[config.mk]
export PLATFORM = sky130hd
export DESIGN_NAME = lcd_duplex_drv
export DESIGN_NICKNAME = d
export VERILOG_FILES = /design/src/rtl/lcd2_pkg.sv /design/src/rtl/lcd2_timebase.sv /design/src/rtl/lcd2_segmem.sv /design/src/rtl/lcd2_wave.sv /design/src/rtl/lcd2_outmux.sv /design/src/rtl/lcd_duplex_drv.sv
export SDC_FILE = /design/constraint.sdc
export NUM_CORES = 1
export LEC_CHECK = 0
export BUFFER_PORTS_ARGS = -buffer_cell sky130_fd_sc_hd__buf_2
export CAP_MARGIN = 20
export CORE_ASPECT_RATIO = 1.75
export CORE_MARGIN = 1
export CORE_UTILIZATION = 35
export DETAILED_ROUTE_END_ITERATION = 16
export PLACE_DENSITY = 0.58
export SYNTH_ARGS = -nofsm -noshare
export SYNTH_HDL_FRONTEND = slang
export SYNTH_SLANG_ARGS = --single-unit
[constraint.sdc]
create_clock -name clk -period 7.3 [get_ports clk]
set_input_delay 1.095 -clock clk [delete_from_list [all_inputs] [get_ports clk]]
set_output_delay 1.095 -clock clk [all_outputs]
set_load 0.01 [all_outputs]
[src/rtl/lcd2_pkg.sv]
package lcd2_pkg;

  typedef logic [1:0] drv_t;

  localparam drv_t DRV_LOW  = 2'b00;
  localparam drv_t DRV_MID  = 2'b01;
  localparam drv_t DRV_HIGH = 2'b10;

  // Frame phases: which common is active and with which polarity
  typedef enum logic [1:0] {
    PH_C1_POS = 2'd0,
    PH_C1_NEG = 2'd1,
    PH_C2_POS = 2'd2,
    PH_C2_NEG = 2'd3
  } phase_e;

  function automatic drv_t invert_level(input drv_t lvl);
    return (lvl == DRV_HIGH) ? DRV_LOW : DRV_HIGH;
  endfunction

endpackage

[src/rtl/lcd2_timebase.sv]
module lcd2_timebase
  import lcd2_pkg::*;
#(
  parameter int PHASE_CLKS = 11250
) (
  input  logic   clk,
  input  logic   rst_n,
  output logic   tick_o,
  output phase_e phase_o
);

  localparam int CNT_W = (PHASE_CLKS > 1) ? $clog2(PHASE_CLKS) : 1;
  localparam logic [CNT_W-1:0] CNT_LAST = CNT_W'(PHASE_CLKS - 1);

  logic [CNT_W-1:0] cnt_q, cnt_d;
  phase_e           phase_q, phase_d;

  always_comb begin
    tick_o  = (cnt_q == CNT_LAST);
    cnt_d   = tick_o ? '0 : cnt_q + 1'b1;
    phase_d = tick_o ? phase_e'(phase_q + 2'd1) : phase_q;
  end

  always_ff @(posedge clk or negedge rst_n) begin
    if (!rst_n) begin
      cnt_q   <= '0;
      phase_q <= PH_C1_POS;
    end else begin
      cnt_q   <= cnt_d;
      phase_q <= phase_d;
    end
  end

  assign phase_o = phase_q;

  // the phase only moves on a divider terminal count
  p_phase_hold_r2: assert property (@(posedge clk) disable iff (!rst_n)
    !tick_o |=> $stable(phase_q));

  // every terminal count moves to a different phase
  p_phase_step_r1: assert property (@(posedge clk) disable iff (!rst_n)
    tick_o |=> (phase_q != $past(phase_q)));

endmodule

[src/rtl/lcd2_segmem.sv]
module lcd2_segmem #(
  parameter int SEG_PINS = 28,
  parameter int DIG_W    = 4
) (
  input  logic                clk,
  input  logic                rst_n,
  input  logic                clr_i,
  input  logic                wr_en_i,
  input  logic [DIG_W-1:0]    wr_digit_i,
  input  logic [3:0]          wr_bits_i,
  input  logic                load_i,
  output logic [SEG_PINS-1:0] on_c1_o,
  output logic [SEG_PINS-1:0] on_c2_o
);

  // Staging copy (written by host) and shown copy (loaded at phase edge)
  logic [SEG_PINS-1:0] stg1_q, stg1_d, stg2_q, stg2_d;
  logic [SEG_PINS-1:0] shw1_q, shw1_d, shw2_q, shw2_d;

  for (genvar p = 0; p < SEG_PINS; p++) begin : g_pin
    localparam int DIG  = p / 2;
    localparam int HALF = p % 2;
    logic hit;
    assign hit       = wr_en_i && (wr_digit_i == DIG_W'(DIG));
    assign stg1_d[p] = clr_i ? 1'b0 : (hit ? wr_bits_i[2*HALF]     : stg1_q[p]);
    assign stg2_d[p] = clr_i ? 1'b0 : (hit ? wr_bits_i[2*HALF + 1] : stg2_q[p]);
  end

  always_comb begin
    shw1_d = shw1_q;
    shw2_d = shw2_q;
    if (clr_i) begin
      shw1_d = '0;
      shw2_d = '0;
    end else if (load_i) begin
      shw1_d = stg1_d;
      shw2_d = stg2_d;
    end
  end

  always_ff @(posedge clk or negedge rst_n) begin
    if (!rst_n) begin
      stg1_q <= '0;
      stg2_q <= '0;
      shw1_q <= '0;
      shw2_q <= '0;
    end else begin
      stg1_q <= stg1_d;
      stg2_q <= stg2_d;
      shw1_q <= shw1_d;
      shw2_q <= shw2_d;
    end
  end

  assign on_c1_o = shw1_q;
  assign on_c2_o = shw2_q;

  // shown data changes only at a phase edge or on a clear
  p_shown_hold_r5: assert property (@(posedge clk) disable iff (!rst_n)
    (!load_i && !clr_i) |=> ($stable(shw1_q) && $stable(shw2_q)));

  // a clear empties both copies
  p_clear_empty_r7: assert property (@(posedge clk) disable iff (!rst_n)
    clr_i |=> (shw1_q == '0 && shw2_q == '0 && stg1_q == '0 && stg2_q == '0));

endmodule

[src/rtl/lcd2_wave.sv]
module lcd2_wave
  import lcd2_pkg::*;
#(
  parameter int SEG_PINS = 28
) (
  input  phase_e                phase_i,
  input  logic                  blank_i,
  input  logic [SEG_PINS-1:0]   on_c1_i,
  input  logic [SEG_PINS-1:0]   on_c2_i,
  output drv_t                  com1_o,
  output drv_t                  com2_o,
  output logic [2*SEG_PINS-1:0] seg_o
);

  logic act_c1;
  drv_t act_lvl, opp_lvl;

  always_comb begin
    act_c1  = (phase_i == PH_C1_POS) || (phase_i == PH_C1_NEG);
    act_lvl = ((phase_i == PH_C1_POS) || (phase_i == PH_C2_POS)) ? DRV_HIGH : DRV_LOW;
    opp_lvl = invert_level(act_lvl);
    com1_o  = act_c1 ? act_lvl : DRV_MID;
    com2_o  = act_c1 ? DRV_MID : act_lvl;
  end

  for (genvar p = 0; p < SEG_PINS; p++) begin : g_seg
    logic lit;
    assign lit            = !blank_i && (act_c1 ? on_c1_i[p] : on_c2_i[p]);
    assign seg_o[2*p +: 2] = lit ? opp_lvl : act_lvl;
  end

endmodule

[src/rtl/lcd2_outmux.sv]
module lcd2_outmux
  import lcd2_pkg::*;
#(
  parameter int SEG_PINS = 28,
  parameter int GP_PINS  = 4
) (
  input  logic                  backup_i,
  input  logic                  gp_on_i,
  input  logic                  gp_from_in_i,
  input  logic [GP_PINS-1:0]    gp_in_i,
  input  logic [GP_PINS-1:0]    gp_latch_i,
  input  drv_t                  com1_i,
  input  drv_t                  com2_i,
  input  logic [2*SEG_PINS-1:0] seg_i,
  output logic [3:0]            com_o,
  output logic [2*SEG_PINS-1:0] seg_o
);

  localparam int GP_BASE = SEG_PINS - GP_PINS;

  logic [GP_PINS-1:0] gp_word;
  assign gp_word = gp_from_in_i ? gp_in_i : gp_latch_i;
  assign com_o   = backup_i ? 4'b0000 : {com2_i, com1_i};

  for (genvar p = 0; p < SEG_PINS; p++) begin : g_out
    if (p >= GP_BASE) begin : g_shared
      drv_t gp_lvl;
      assign gp_lvl = gp_word[p - GP_BASE] ? DRV_HIGH : DRV_LOW;
      assign seg_o[2*p +: 2] = backup_i ? DRV_LOW :
                               (gp_on_i ? gp_lvl : seg_i[2*p +: 2]);
    end else begin : g_lcd
      assign seg_o[2*p +: 2] = backup_i ? DRV_LOW : seg_i[2*p +: 2];
    end
  end

endmodule

[src/rtl/lcd_duplex_drv.sv]
module lcd_duplex_drv
  import lcd2_pkg::*;
#(
  parameter int REF_CLK_HZ = 4_500_000,
  parameter int FRAME_HZ   = 100,
  parameter int SEG_PINS   = 28,
  parameter int GP_PINS    = 4
) (
  input  logic                  clk,
  input  logic                  rst_n,
  input  logic                  seg_clear,
  input  logic                  backup,
  input  logic                  wr_en,
  input  logic [3:0]            wr_digit,
  input  logic [3:0]            wr_bits,
  input  logic                  gp_enable,
  input  logic                  gp_from_in,
  input  logic [GP_PINS-1:0]    gp_in_word,
  input  logic [GP_PINS-1:0]    gp_latch_word,
  output logic [3:0]            com_drv,
  output logic [2*SEG_PINS-1:0] seg_drv
);

  localparam int PHASES     = 4;
  localparam int PHASE_CLKS = REF_CLK_HZ / (FRAME_HZ * PHASES);

  // Reset: asserted asynchronously, released through two flops
  logic rst_meta_q, rst_sync_n;
  always_ff @(posedge clk or negedge rst_n) begin
    if (!rst_n) begin
      rst_meta_q <= 1'b0;
      rst_sync_n <= 1'b0;
    end else begin
      rst_meta_q <= 1'b1;
      rst_sync_n <= rst_meta_q;
    end
  end

  logic                tick;
  phase_e              phase;
  logic [SEG_PINS-1:0] on_c1, on_c2;
  drv_t                com1_lvl, com2_lvl;
  logic [2*SEG_PINS-1:0] seg_lcd;
  logic                gp_on;

  assign gp_on = gp_enable && !seg_clear;

  lcd2_timebase #(.PHASE_CLKS(PHASE_CLKS)) u_timebase (
    .clk     (clk),
    .rst_n   (rst_sync_n),
    .tick_o  (tick),
    .phase_o (phase)
  );

  lcd2_segmem #(.SEG_PINS(SEG_PINS), .DIG_W(4)) u_segmem (
    .clk        (clk),
    .rst_n      (rst_sync_n),
    .clr_i      (seg_clear),
    .wr_en_i    (wr_en),
    .wr_digit_i (wr_digit),
    .wr_bits_i  (wr_bits),
    .load_i     (tick),
    .on_c1_o    (on_c1),
    .on_c2_o    (on_c2)
  );

  lcd2_wave #(.SEG_PINS(SEG_PINS)) u_wave (
    .phase_i (phase),
    .blank_i (seg_clear),
    .on_c1_i (on_c1),
    .on_c2_i (on_c2),
    .com1_o  (com1_lvl),
    .com2_o  (com2_lvl),
    .seg_o   (seg_lcd)
  );

  lcd2_outmux #(.SEG_PINS(SEG_PINS), .GP_PINS(GP_PINS)) u_outmux (
    .backup_i     (backup),
    .gp_on_i      (gp_on),
    .gp_from_in_i (gp_from_in),
    .gp_in_i      (gp_in_word),
    .gp_latch_i   (gp_latch_word),
    .com1_i       (com1_lvl),
    .com2_i       (com2_lvl),
    .seg_i        (seg_lcd),
    .com_o        (com_drv),
    .seg_o        (seg_drv)
  );

  // Checker view of the pins
  drv_t chk_active;
  assign chk_active = (com_drv[1:0] == DRV_MID) ? com_drv[3:2] : com_drv[1:0];

  // backup holds every pin low
  p_backup_low_r8: assert property (@(posedge clk) disable iff (!rst_sync_n)
    backup |-> (com_drv == 4'b0000 && seg_drv == '0));

  // exactly one common sits at the middle level
  p_one_common_r1: assert property (@(posedge clk) disable iff (!rst_sync_n)
    !backup |-> ((com_drv[1:0] == DRV_MID) != (com_drv[3:2] == DRV_MID)));

  // while cleared, every segment pin follows the active common
  p_clear_blank_r7: assert property (@(posedge clk) disable iff (!rst_sync_n)
    (seg_clear && !backup) |-> (seg_drv == {SEG_PINS{chk_active}}));

endmodule

Word-level counts from Yosys, hierarchy flattened
Index checks and enable logic that the tools add are counted.
- $add $sub $neg: 2
- equality and inequality tests: 17
- multiplexer cells: 215
- reduce and logical (&&, ||, !) cells: 49
- operators with widths (cell ; number):
    two-way mux 1 bit ; 140
    two-way mux 2 bit ; 68
    two-way mux 28 bit ; 4
    logical AND 1 bit ; 43
    == test 4 bit (second input constant) ; 6
    == test 4 x 3 -> 1 bit (second input constant) ; 4
    adder 14 x 1 -> 14 bit (second input constant) ; 1
    == test 14 bit (second input constant) ; 1
    two-way mux 14 bit ; 1
    == test 4 x 2 -> 1 bit (second input constant) ; 2
    two-way mux 4 bit ; 2
    == test 2 bit (second input constant) ; 2
    == test 4 x 1 -> 1 bit (second input constant) ; 1
    zero test 4 bit ; 1
    adder 2 x 1 -> 2 bit (second input constant) ; 1
    == test 2 x 1 -> 1 bit (second input constant) ; 1
    zero test 2 bit ; 1
    logical OR 1 bit ; 2
    nonzero test 2 bit ; 1
    zero test 1 bit ; 1
- register bits: 130
- input bits: 23
- output and inout port bits: 60

Logic depth before layout (Yosys ltp)
- depth after elaboration: 8
- gate-level depth with buffers: 8
- depth with buffers taken out: 6

By module
Synthesis repeated with hierarchy kept, for this count alone.
- cells, all modules: 762
- area total of the unflattened synthesis: 7161.9 um2
- modules (own cells, without submodules) (module ; times used ; cells each ; area an instance (um2) ; seq. area each (um2)):
    lcd2_segmem ; 1 ; 469 ; 4800.9 ; 2802.7
    lcd2_wave ; 1 ; 129 ; 979.7 ; 0.0
    lcd2_timebase ; 1 ; 83 ; 820.8 ; 400.4
    lcd2_outmux ; 1 ; 77 ; 493.0 ; 0.0
    lcd_duplex_drv ; 1 ; 4 ; 67.6 ; 50.0

Least setup slack after synthesis
Ideal clock, no wire load.
- path kind: reg-to-output
- start: register u_timebase.phase_q[0], in the netlist u_timebase.phase_o[0]
- end: output port seg_drv[1]
- data arrival time: 2.106 ns
- path slack: 4.099 ns
- cell stages (with the launch flop): 9
- path through: dfrtp_1 -> inv_1 -> ha_1 -> nor2_1 -> buf_1 -> buf_2 -> mux2i_1 -> nor3_1 -> nor3_1
- word-level cells in the longest chain between the ends: 7
- elaborated cells between the ends (all ways): 12
- those cells by class: 3 x eq/ne; 5 x mux; 4 x reduce/logical
- ends and longest elaborated chain (element ; RTL line ; text):
    from (decl) ; lcd2_timebase.sv:16 ; phase_e phase_q, phase_d;
    from (signal assigned) ; lcd2_timebase.sv:30 ; phase_q <= phase_d;
    == test 2 bit or zero test 2 bit (tied branches) ; lcd2_wave.sv:20, lcd2_wave.sv:19 ;
    logical OR 1 bit ; lcd2_wave.sv:20 ; act_lvl = ((phase_i == PH_C1_POS) || (phase_i == PH_C2_POS)) ? DRV_HIGH : DRV_LOW;
    two-way mux 2 bit ; lcd2_wave.sv:20 ;
    == test 2 bit ; lcd2_pkg.sv:18 ; return (lvl == DRV_HIGH) ? DRV_LOW : DRV_HIGH;
    two-way mux 2 bit ; lcd2_pkg.sv:18 ;
    two-way mux 2 bit (*) ; lcd2_wave.sv:29 ; assign seg_o[2*p +: 2] = lit ? opp_lvl : act_lvl;
    two-way mux 2 bit (*) ; lcd2_outmux.sv:32 ; assign seg_o[2*p +: 2] = backup_i ? DRV_LOW : seg_i[2*p +: 2];
    to (decl) ; lcd_duplex_drv.sv:21 ; output logic [2*SEG_PINS-1:0] seg_drv
Every way passes the cells marked *; elsewhere a longest branch is shown, timed or not.

Final worst setup path
- start: register u_timebase.phase_q[0], in the netlist u_timebase.phase_o[0]
- end: output port seg_drv[49]
- word-level cells in the longest chain between the ends: 8
- elaborated cells between the ends (all ways): 13
- those cells by class: 3 x eq/ne; 6 x mux; 4 x reduce/logical
- ends and longest elaborated chain (element ; RTL line ; text):
    == test 2 bit or zero test 2 bit (tied branches) ; lcd2_wave.sv:20, lcd2_wave.sv:19 ;
    logical OR 1 bit ; lcd2_wave.sv:20 ;
    two-way mux 2 bit ; lcd2_wave.sv:20 ;
    == test 2 bit ; lcd2_pkg.sv:18 ;
    two-way mux 2 bit ; lcd2_pkg.sv:18 ;
    two-way mux 2 bit (*) ; lcd2_wave.sv:29 ;
    two-way mux 2 bit (*) ; lcd2_outmux.sv:30 ; (gp_on_i ? gp_lvl : seg_i[2*p +: 2]);
    two-way mux 2 bit (*) ; lcd2_outmux.sv:29 ; assign seg_o[2*p +: 2] = backup_i ? DRV_LOW :
Marks and branches as above.

==> results.md <==
* Post-CTS setup buffer count at 0
* Worst Path Buf+Inv at 3
* Slew headroom at 0.285
* RSZ-0062 raised after global routing: false
* Number of DRC markers in iteration 0 at about 180
* Register area at about 3300 µm²
* Dpl ws at about 3.7 ns
* CP cell instances: inv_1 > ha_1 > nor2_4 > buf_4 > mux2_2 > o21ba_2 > o22ai_1 > buf_2
* Initial Utilization at 0.357
* First-pass GRT wire length at ~24000 µm
* FP Rows at 67
* Core area at roughly 19000 µm²
* Met1 wire length at 6130 µm
* DR vias at ~4600
* Die area at slightly above 20000 µm²
* Worst R2R Start: u_timebase.cnt_q[2]$_DFF_PN0_
* Final hold viol count at 0
* Minimum clock period at 3.82 ns
* Setup WS post-layout at 3.48 ns
* Tcrit/Tclk final at 0.523
* CP endpoint kind: output pin
* Vias in the first global route at between 4000 and 5000
* CP required at between 6 and 7 ns
* Slowest stage delay, CP at ~0.5 ns
* Final-stage net count at between 700 and 800
* Horiz. Die Dim at between 100 and 150 µm
* Hold EP: rst_sync_n$_DFF_PN0_
* Total Wirelength at between 10000 and 15000 µm
* WS Path Type: reg2out
* Largest fanout on the critical path at 29
* Yosys warning total at 0
* FFs w/ async S/R, synth at 1.00
* Root buffer cell: clkbuf_16
* Seq/Total Area, Yosys at 0.474
* Resize count post-CTS at 0
* WP data arrival at between 2 and 3 ns
* Antenna violations before repair at 1
* Worst hold start: rst_meta_q$_DFF_PN0_
* CTS sink cnt at 130
* Routed wire per std cell at approximately 16 µm
* CTS clk-pin slew, worst paths at 0.06 ns
* CTS tree: yes
* Top layer in use: met4
* Fill count at 1873
* EDFF count, synth at 0
* R2r endpoint: u_segmem.on_c2_o[27]$_DFFE_PN0P_
* I/O pins at between 80 and 90
* DRC at 0
* FF-to-FF path depth at 6
* HP Class: reg2reg
* Yosys reg bits at 130
* Number of library cell types mapped by synthesis at 37
* Drt first pass iters at 6
* Max Cap Viol at 0
* Clock Path Buffers at 2
* Synth Cell Area at roughly 6900 µm²
* Tot GR Track Use at 0.155
* DR WL met2 at ~7800 µm
* Cells after Synth at around 650
* Port Buf Inserts at 54
* Grt total ovfl at 0
* Vias per Instance at about 5.0
* Synthesis-to-layout area growth at 13.0%
* Worst-Margin Slew at 1.07 ns
* Pins Over Slew Limit at 0
* Reg2reg setup slack at a little over 4 ns
* Post-Syn Area per Cell at approximately 11 µm²
* GP Congestion at between 0.7 and 0.8
* F_max at 262 MHz
* Cts hold-fix bufs at 0
* Lkg Pwr at around 3.3 nW
* Crit path max-delay family: buffers and inverters
* Hold path cells at 0
* Post-DP HPWL at between 9000 and 10000 µm
* Worst Skew at roughly 0.012 ns
* Final setup fails at 0
* WL met3 at 462 µm
* Largest net degree at the start of global routing at 130
* Startpoint Class: register
* Die H at between 150 and 200 µm
* Max IR drop VDD at roughly 0.00013 V
* CP max stage cell: buf_4
* Hold slack at between 0.3 and 0.4 ns
* Diodes inserted at 0
* Most used DFF post-synth: dfrtp_1
* H-tree depth at 4
* CTS Buf Count at 17
* Setup TNS at 0 ns
* Multi-input combinational cell area at 3200 µm²
* Later-pin clock latency in the skew report at around 0.4 ns
* PD cells at between 200 and 250 nW/µm²
* Status: finished, final reports clean
* Share of cells above drive strength 1 at 0.241
* Detail Route Antenna Nets at 0
## where the power goes
part | total [mW] | switching, mW | leakage (nW) | internal (mW)
Clock | 0.874 | 0.323 | 0.302 | 0.551
Combinational | 0.0947 | 0.0678 | 1.24 | 0.0269
Sequential | 0.732 | 0.00640 | 1.80 | 0.725
Total | 1.70 | 0.397 | 3.34 | 1.30
## logic make-up after synthesis
family / share of synthesized area
buffers and inverters: 0.0759
AOI/OAI and AO/OA: 0.144
adders and majority gates: 0.0109
xor gates and xnor gates: 0.0128
other: 0.00109
DFF: 0.474
muxes: 0.131
and+or+nand+nor: 0.150
## worst register-to-register path, cell delays in order (launching register included)
cell and delay [ns]:
dfrtp_1 0.44, or4b_4 0.57, nor4_4 0.21, buf_4 0.58
buf_4 0.81, nor2_1 0.22, a211oi_2 0.24
## cells in the final DEF, fill, tap and decap left out, types with 2 or more instances in the layout
master	n
o22ai_1	4
nor3_1	52
clkinv_2	3
dfrtp_1	129
o21ai_0	2
buf_2	53
nand3b_1	4
buf_4	5
nor2_1	135
a21oi_1	5
inv_6	6
nand2b_1	7
a211oi_2	56
mux2i_1	85
o21a_1	24
nand2_1	8
bufinv_16	3
nor2_4	2
mux2_2	4
or2_2	2
nand4_1	2
xnor2_1	9
o21ba_2	4
nor2_2	2
inv_1	5
nand3_1	7
nor2b_1	2
conb_1	29
clkbuf_16	17
ha_1	6
## flip-flops by register name, summed over array words and instances (netlist names)
| register | cells |
|---|---|
| u_timebase.phase_o | 2 |
| rst_meta_q | 1 |
| u_segmem.stg2_q | 28 |
| rst_sync_n | 1 |
| u_segmem.on_c2_o | 28 |
| u_timebase.cnt_q | 14 |
| u_segmem.stg1_q | 28 |
| u_segmem.on_c1_o | 28 |
## metal layers
layer / GRT usage / vias up
li1: - / 2234
met2: 0.273 / 88
met5: 0 / -
met3: 0.0376 / 20
met1: 0.181 / 2282
met4: 0.0532 / 0
## cell type report
cell class              instances  area share
multi-input cells             460       0.413
inverters                       5     0.00242
flip-flops and latches        130       0.420
repair buffers                 61      0.0466
well taps                     241      0.0389
clock buffers                  18      0.0566
clock inverters                14      0.0224
## cells in the mapped netlist, types with 5 or more instances
cell	n	area, µm²
nand3_1	7	35.0
buf_4	29	218
a211oi_2	56	701
buf_6	12	135
nor3_1	52	260
clkbuf_1	33	124
inv_1	5	18.8
nand2_1	8	30.0
mux2i_1	85	851
o21a_1	24	180
xnor2_1	9	78.8
a21oi_1	5	25.0
dfrtp_1	130	3250
nand2b_1	7	43.8
ha_1	6	75.1
nor2_1	137	514
## stage by stage
stage / instances / area [µm²] / util / total power, mW
after floorplan: 675 / 6960 / - / 0.817
after CTS: 927 / 7710 / 0.401 / 1.72
final: 929 / 7750 / 0.404 / 1.70
after global placement: 895 / 7090 / 0.370 / 0.837
after detailed placement: 895 / 7090 / 0.370 / 0.840
after global routing: 929 / 7750 / 0.404 / 1.77
## how the worst max path moves through the flow
stage | cells past startpoint | from | endpoint
after global routing | 8 | u_timebase.phase_o[0]$_DFFE_PN0N_ | seg_drv[49]
after global placement | 4 | seg_clear | seg_drv[49]
after CTS | 8 | u_timebase.phase_o[0]$_DFFE_PN0N_ | seg_drv[49]
after floorplan | 0 | rst_sync_n$_DFF_PN0_ | u_segmem.on_c1_o[0]$_DFFE_PN0P_
after detailed placement | 4 | seg_clear | seg_drv[49]
final | 8 | u_timebase.phase_o[0]$_DFFE_PN0N_ | seg_drv[49]
(Power assumes the default switching activity.)
